--- config.mk ---
export PLATFORM = sky130hd
export DESIGN_NAME = dozeclk_ctl
export DESIGN_NICKNAME = d
export VERILOG_FILES = /design/src/rtl/dzc_pkg.sv /design/src/rtl/dzc_ctrl_reg.sv /design/src/rtl/dzc_tc_div.sv /design/src/rtl/dozeclk_ctl.sv
export SDC_FILE = /design/constraint.sdc
export NUM_CORES = 1
export LEC_CHECK = 0
export ABC_CLOCK_PERIOD_IN_PS = 2300
export BUFFER_PORTS_ARGS = -buffer_cell sky130_fd_sc_hd__buf_2
export CAP_MARGIN = 20
export CELL_PAD_IN_SITES_DETAIL_PLACEMENT = 1
export CELL_PAD_IN_SITES_GLOBAL_PLACEMENT = 1
export CORE_UTILIZATION = 37
export DETAILED_ROUTE_END_ITERATION = 8
export PLACE_DENSITY = 0.82
export RECOVER_POWER = 25
export SETUP_SLACK_MARGIN = 0.4
export SLEW_MARGIN = 20
export SYNTH_ARGS = -nofsm -noshare
export SYNTH_HDL_FRONTEND = slang
export SYNTH_SLANG_ARGS = --single-unit
--- constraint.sdc ---
create_clock -name clk -period 2.3 [get_ports clk]
set_input_delay 0.46 -clock clk [delete_from_list [all_inputs] [get_ports clk]]
set_output_delay 0.46 -clock clk [all_outputs]
set_load 0.02 [all_outputs]
--- src/rtl/dzc_pkg.sv ---
package dzc_pkg;

    localparam int CTRL_W       = 16;
    localparam int SEL_W        = 3;
    localparam int PRE_W        = 5;
    localparam int POST_W       = 2;
    localparam int OSC_RATIO_W  = 9;   // holds 256
    localparam int DOZE_RATIO_W = 8;   // holds 128
    localparam int PRE_VAL_W    = PRE_W + 1;
    localparam int POST_VAL_W   = 4;

    typedef struct packed {
        logic [PRE_W-1:0]  pll_pre;
        logic [POST_W-1:0] pll_post;
        logic [SEL_W-1:0]  osc_sel;
        logic              rsvd;
        logic              wake_on_irq;
        logic [SEL_W-1:0]  doze_sel;
        logic              doze_on;
    } ctrl_t;

    localparam ctrl_t CTRL_RESET = '{
        pll_pre: '0, pll_post: '0, osc_sel: 3'b011, rsvd: 1'b0,
        wake_on_irq: 1'b0, doze_sel: '0, doze_on: 1'b0
    };

    localparam logic [CTRL_W-1:0] WRITE_MASK = 16'hFFDF;

    localparam logic [OSC_RATIO_W-1:0]  OSC_RESET_RATIO  = 9'd8;
    localparam logic [DOZE_RATIO_W-1:0] DOZE_RESET_RATIO = 8'd1;

    function automatic logic [OSC_RATIO_W-1:0] osc_ratio(input logic [SEL_W-1:0] sel);
        if (sel == 3'b111) return 9'd256;
        return 9'd1 << sel;
    endfunction

    function automatic logic [DOZE_RATIO_W-1:0] doze_ratio(input logic [SEL_W-1:0] sel,
                                                           input logic on);
        if (!on) return 8'd1;
        return 8'd1 << sel;
    endfunction

    function automatic logic [POST_VAL_W-1:0] pll_post_val(input logic [POST_W-1:0] code);
        case (code)
            2'b00:   return 4'd2;
            2'b11:   return 4'd8;
            default: return 4'd4;   // 01 and reserved 10
        endcase
    endfunction

    function automatic logic [PRE_VAL_W-1:0] pll_pre_val(input logic [PRE_W-1:0] code);
        return {1'b0, code} + 6'd2;
    endfunction

endpackage

--- src/rtl/dzc_ctrl_reg.sv ---
module dzc_ctrl_reg
    import dzc_pkg::*;
(
    input  logic              clk,
    input  logic              rst,
    input  logic              wr_en,
    input  logic [CTRL_W-1:0] wr_data,
    input  logic              irq_evt,
    output ctrl_t             ctrl_q
);

    always_ff @(posedge clk) begin
        if (rst) begin
            ctrl_q <= CTRL_RESET;
        end else if (wr_en) begin
            ctrl_q <= ctrl_t'(wr_data & WRITE_MASK);
        end else if (irq_evt && ctrl_q.wake_on_irq) begin
            ctrl_q.doze_on <= 1'b0;
        end
    end


    irq_drop_chk: assert property (@(posedge clk) disable iff (rst)
        (irq_evt && !wr_en && ctrl_q.wake_on_irq) |=> !ctrl_q.doze_on);


    irq_keep_chk: assert property (@(posedge clk) disable iff (rst)
        (!wr_en && !ctrl_q.wake_on_irq) |=> $stable(ctrl_q));

endmodule

--- src/rtl/dzc_tc_div.sv ---
module dzc_tc_div #(
    parameter int              W           = 8,
    parameter logic [W-1:0]    RESET_RATIO = 1
) (
    input  logic         clk,
    input  logic         rst,
    input  logic         tick,
    input  logic [W-1:0] ratio_req,
    output logic         tc
);

    localparam logic [W-1:0] ONE = {{(W-1){1'b0}}, 1'b1};

    logic [W-1:0] cnt;
    logic [W-1:0] active;

    assign tc = tick && (cnt == active - ONE);

    always_ff @(posedge clk) begin
        if (rst) begin
            cnt    <= '0;
            active <= RESET_RATIO;
        end else if (tc) begin
            cnt    <= '0;
            active <= ratio_req;
        end else if (tick) begin
            cnt    <= cnt + ONE;
        end
    end


    ratio_hold_chk: assert property (@(posedge clk) disable iff (rst)
        !tc |=> $stable(active));


    cnt_bound_chk: assert property (@(posedge clk) disable iff (rst)
        cnt < active);


    tc_needs_tick_chk: assert property (@(posedge clk) disable iff (rst)
        !tick |=> $stable(cnt));

endmodule

--- src/rtl/dozeclk_ctl.sv ---
module dozeclk_ctl
    import dzc_pkg::*;
(
    input  logic                  clk,
    input  logic                  rst,
    input  logic                  wr_en,
    input  logic [15:0]           wr_data,
    input  logic                  irq_evt,
    output logic [15:0]           rd_data,
    output logic                  osc_ce,
    output logic                  per_ce,
    output logic                  cpu_ce,
    output logic [5:0]            pll_pre_div,
    output logic [3:0]            pll_post_div
);

    ctrl_t ctrl;
    logic  osc_tc;
    logic  doze_tc;

    dzc_ctrl_reg u_reg (
        .clk     (clk),
        .rst     (rst),
        .wr_en   (wr_en),
        .wr_data (wr_data),
        .irq_evt (irq_evt),
        .ctrl_q  (ctrl)
    );

    dzc_tc_div #(.W(OSC_RATIO_W), .RESET_RATIO(OSC_RESET_RATIO)) u_osc_div (
        .clk       (clk),
        .rst       (rst),
        .tick      (1'b1),
        .ratio_req (osc_ratio(ctrl.osc_sel)),
        .tc        (osc_tc)
    );

    dzc_tc_div #(.W(DOZE_RATIO_W), .RESET_RATIO(DOZE_RESET_RATIO)) u_doze_div (
        .clk       (clk),
        .rst       (rst),
        .tick      (osc_tc),
        .ratio_req (doze_ratio(ctrl.doze_sel, ctrl.doze_on)),
        .tc        (doze_tc)
    );

    assign rd_data      = ctrl;
    assign osc_ce       = osc_tc;
    assign per_ce       = osc_tc;
    assign cpu_ce       = doze_tc;
    assign pll_pre_div  = pll_pre_val(ctrl.pll_pre);
    assign pll_post_div = pll_post_val(ctrl.pll_post);


    cpu_in_per_chk: assert property (@(posedge clk) disable iff (rst)
        cpu_ce |-> per_ce);


    write_back_chk: assert property (@(posedge clk) disable iff (rst)
        wr_en |=> (rd_data == ($past(wr_data) & 16'hFFDF)));


    post_legal_chk: assert property (@(posedge clk) disable iff (rst)
        ($countones(pll_post_div) == 1) && !pll_post_div[0]);


    pre_range_chk: assert property (@(posedge clk) disable iff (rst)
        (pll_pre_div >= 6'd2) && (pll_pre_div <= 6'd33));

endmodule

==> results.tsv <==
stage	metric	value	unit
route	via-per-instance ratio	5.57	
setup_path	worst reg2reg path depth	9	
sta	Hold WS	0.384	ns
run_status	failing checks	setup timing	
place	GP Congestion	0.814	
synth	Mean Syn Cell Area	8.25	um2
final_layout	Area Overhead vs Synth	30.1	%
route	post-route antenna net violation count	0	
pwr	Leak	1.41	nW
setup_path	WP data required	1.84	ns
synth	Mapped Area	2720	um2
die	Starting Density	39.2	%
sta	final setup TNS	-2.96	ns
final_layout	antenna cell count	0	
setup_path	R2R Path End	u_osc_div.active[2]	
final_layout	filler cell count	822	
global_routing	met1 track demand over resource	26.8	%
route	Pre-Repair DR Iteration Count	4	
route	drt initial violations	148	
setup_path	CP Capture Type	output port	
synth	Top FF cell, synth	dfxtp_1	
route	routed length per instance	16.9	um
clocking	Inserted Clock Buffers	5	
route	vias post-DR	2688	
run_status	outcome	complete, but fails checks	
setup_path	crit-path max FO	6	
setup_path	Critical Path Source Type	flip-flop	
setup_path	Crit Path Class	reg -> out	
synth	Post-synth EDFFs	0	
synth	commonest cells in the synthesized netlist	48 x dfxtp_1, 35 x nor2_1, 32 x nand2_1	
clocking	htree depth	2	
synth	area share of the largest cell type after synthesis	35.3	%
synth	Seq/Total Area, Yosys	35.3	%
worst_hold_path	worst hold path depth	3	
route	Post-Route WL	8180	um
die	full die area	7710	um2
setup_path	CP Capture Point	cpu_ce	
setup_path	Critical Path AT	2.23	ns
sta	Clock Skew	0.00717	ns
sta	fin crit period	2.69	ns
sta	pins over their slew limit	0	
sta	Max Freq	371	MHz
synth	Synth area leaders	dfxtp_1 35%, mux2i_1 5.1%, nor2_1 4.8%	
die	Chip Height	87.8	um
clocking	Clk Latency, worst-skew pair	0.30	ns
synth	Mapped Cells	330	
global_routing	M2 GR Usage	40.1	%
sta	RSZ-0062 raised after global routing	yes	
clocking	CTS root buf	clkbuf_8	
pwr	Power Dens Cells	503	nW/um2
global_routing	antenna violations before repair	0	
final_layout	share of post-route cells with drive strength above 1	28.7	%
route	DRC	0	
sta	setup violators final	27	
synth	synth unique cells	53	
sta	Slew @ Worst Pin	1.03	ns
pwr	worst vdd ir	0.255	mV
global_routing	grt ovf	0	
die	Site Rows	30	
global_routing	met3 GRT Util	4.34	%
setup_path	crit path launch	u_osc_div.active[0]	
final_layout	final core utilization	51.0	%
synth	Post-synth ARST share	0	%
clocking	Clock Tree Buf Depth	2	
die	width of the die	87.8	um
synth	synthesized flop and latch total	48	
sta	Slew headroom	31.5	%
clocking	clock sinks	48	
clocking	Clk pin slew, worst setup/hold paths	0.09	ns
setup_path	worst r2r src	u_osc_div.active[0]	
clocking	CTS tree	yes	
global_routing	GR Util All Layers	22.6	%
synth	Synth area leader	dfxtp_1	
synth	synthesis warning total	0	
sta	Final Cycle Share	117	%
final_layout	Final Net Count	414	
global_routing	largest net degree at the start of global routing	22	
die	placeable core area	6940	um2
place	Buffers on Ports	45	
worst_hold_path	hold crit path type	in -> reg	
place	HPWL after detailed placement	5520	um
sta	final hold vios	0	
global_routing	vias in the first global route	2876	
synth	most numerous cell in the Yosys netlist	dfxtp_1	
setup_path	reg-to-reg slack, setup	-0.24	ns
die	I/O pin count	49	
run	Max Cap Viol	0	
sta	setup ws final	-0.395	ns
global_routing	busiest layer in global routing	met2	
global_routing	first-pass GRT wire length	13600	um
==> per-layer routing <==
layer / wire (um) / share of wire, % / up-vias
li1: - / - / 1287
met1: 3570 / 44 / 1301
met2: 4050 / 50 / 76
met5: 0 / 0 / -
met3: 340 / 4.2 / 24
met4: 216 / 2.6 / 0
==> worst min path at each step <==
stage	startpoint	endpoint	slack (ns)
after floorplan	u_osc_div.active[8]	u_osc_div.active[8]	0.45
after global placement	u_osc_div.active[8]	u_osc_div.active[8]	0.47
after detailed placement	u_osc_div.active[8]	u_osc_div.active[8]	0.47
after CTS	wr_data[6]	u_reg.ctrl_q[6]	0.38
after global routing	wr_data[13]	u_reg.ctrl_q[13]	0.39
final	wr_data[6]	u_reg.ctrl_q[6]	0.38
==> what timing repair did <==
action | in CTS | in global routing
hold buffers | 0 | 0
resized for setup | 26 | 5
endpoints found under the setup margin | 36 | 36
pin swaps | 7 | 1
endpoints found under the hold margin | 0 | 0
setup buffers | 4 | 1
gates cloned | 1 | 0
==> through the flow <==
stage               cell area, um2  worst slack [ns]  instances  power (mW)
CTS                           3510            -0.373        482        1.79
global placement              3200            -0.125        470        1.06
global route                  3540            -0.519        483        1.85
detailed placement            3200            -0.254        470        1.07
floorplan                     2880            0.0651        331        1.01
finish                        3540            -0.395        483        1.78
==> layout make-up <==
| class | instances | area, um2 | area share (%) |
|---|---|---|---|
| flip-flops and latches | 48 | 967 | 27.3 |
| well taps | 96 | 120 | 3.39 |
| inverters | 11 | 48.8 | 1.38 |
| multi-input cells | 246 | 1770 | 50.0 |
| clock buffers | 5 | 68.8 | 1.94 |
| clock inverters | 2 | 60.1 | 1.69 |
| repair buffers | 75 | 507 | 14.3 |
==> registers in the layout (all words and copies together), names as in the netlist <==
register,cells
u_doze_div.cnt,8
u_reg.ctrl_q,15
u_osc_div.active,8
u_doze_div.active,8
u_osc_div.cnt,9
==> placed cells by master (no fill, tap or decap), types with 10 or more instances in the layout <==
cell	count
dfxtp_1	45
buf_2	41
nor2_1	35
nand2_1	31
buf_4	25
a21oi_1	20
mux2i_1	14
xor2_1	13
xnor2_1	12
nand4_1	11
o211ai_1	10
==> cells by family (layout without fill, tap and decap cells) <==
family                   after synthesis  after routing  synth area share, %
AND/OR/NAND/NOR                      129            129                 23.9
multiplexers                          14             14                 5.14
other                                  1              2                0.138
AO/OA/AOI/OAI                         68             68                 17.0
buffers and inverters                 37             93                 6.38
adder cells (fa/ha/maj)                7              7                 3.22
flip-flops                            48             48                 35.3
XOR/XNOR                              26             26                 8.87
==> report_power, final <==
part	total [mW]	leakage [nW]	internal [mW]	switching (mW)
sequential	0.878	0.392	0.850	0.0278
combinational	0.180	0.950	0.0726	0.107
clock	0.723	0.0642	0.428	0.295
total	1.78	1.41	1.35	0.430
==> worst max-delay path, stage by stage (launching register included) <==
cell,delay [ns]
dfxtp_4,0.40
inv_4,0.04
ha_4,0.25
xor2_1,0.16
nand2_1,0.12
nor4_4,0.36
o2111ai_4,0.24
nor3_4,0.21
buf_6,0.15
No activity file was read; power rests on OpenSTA's default activity.
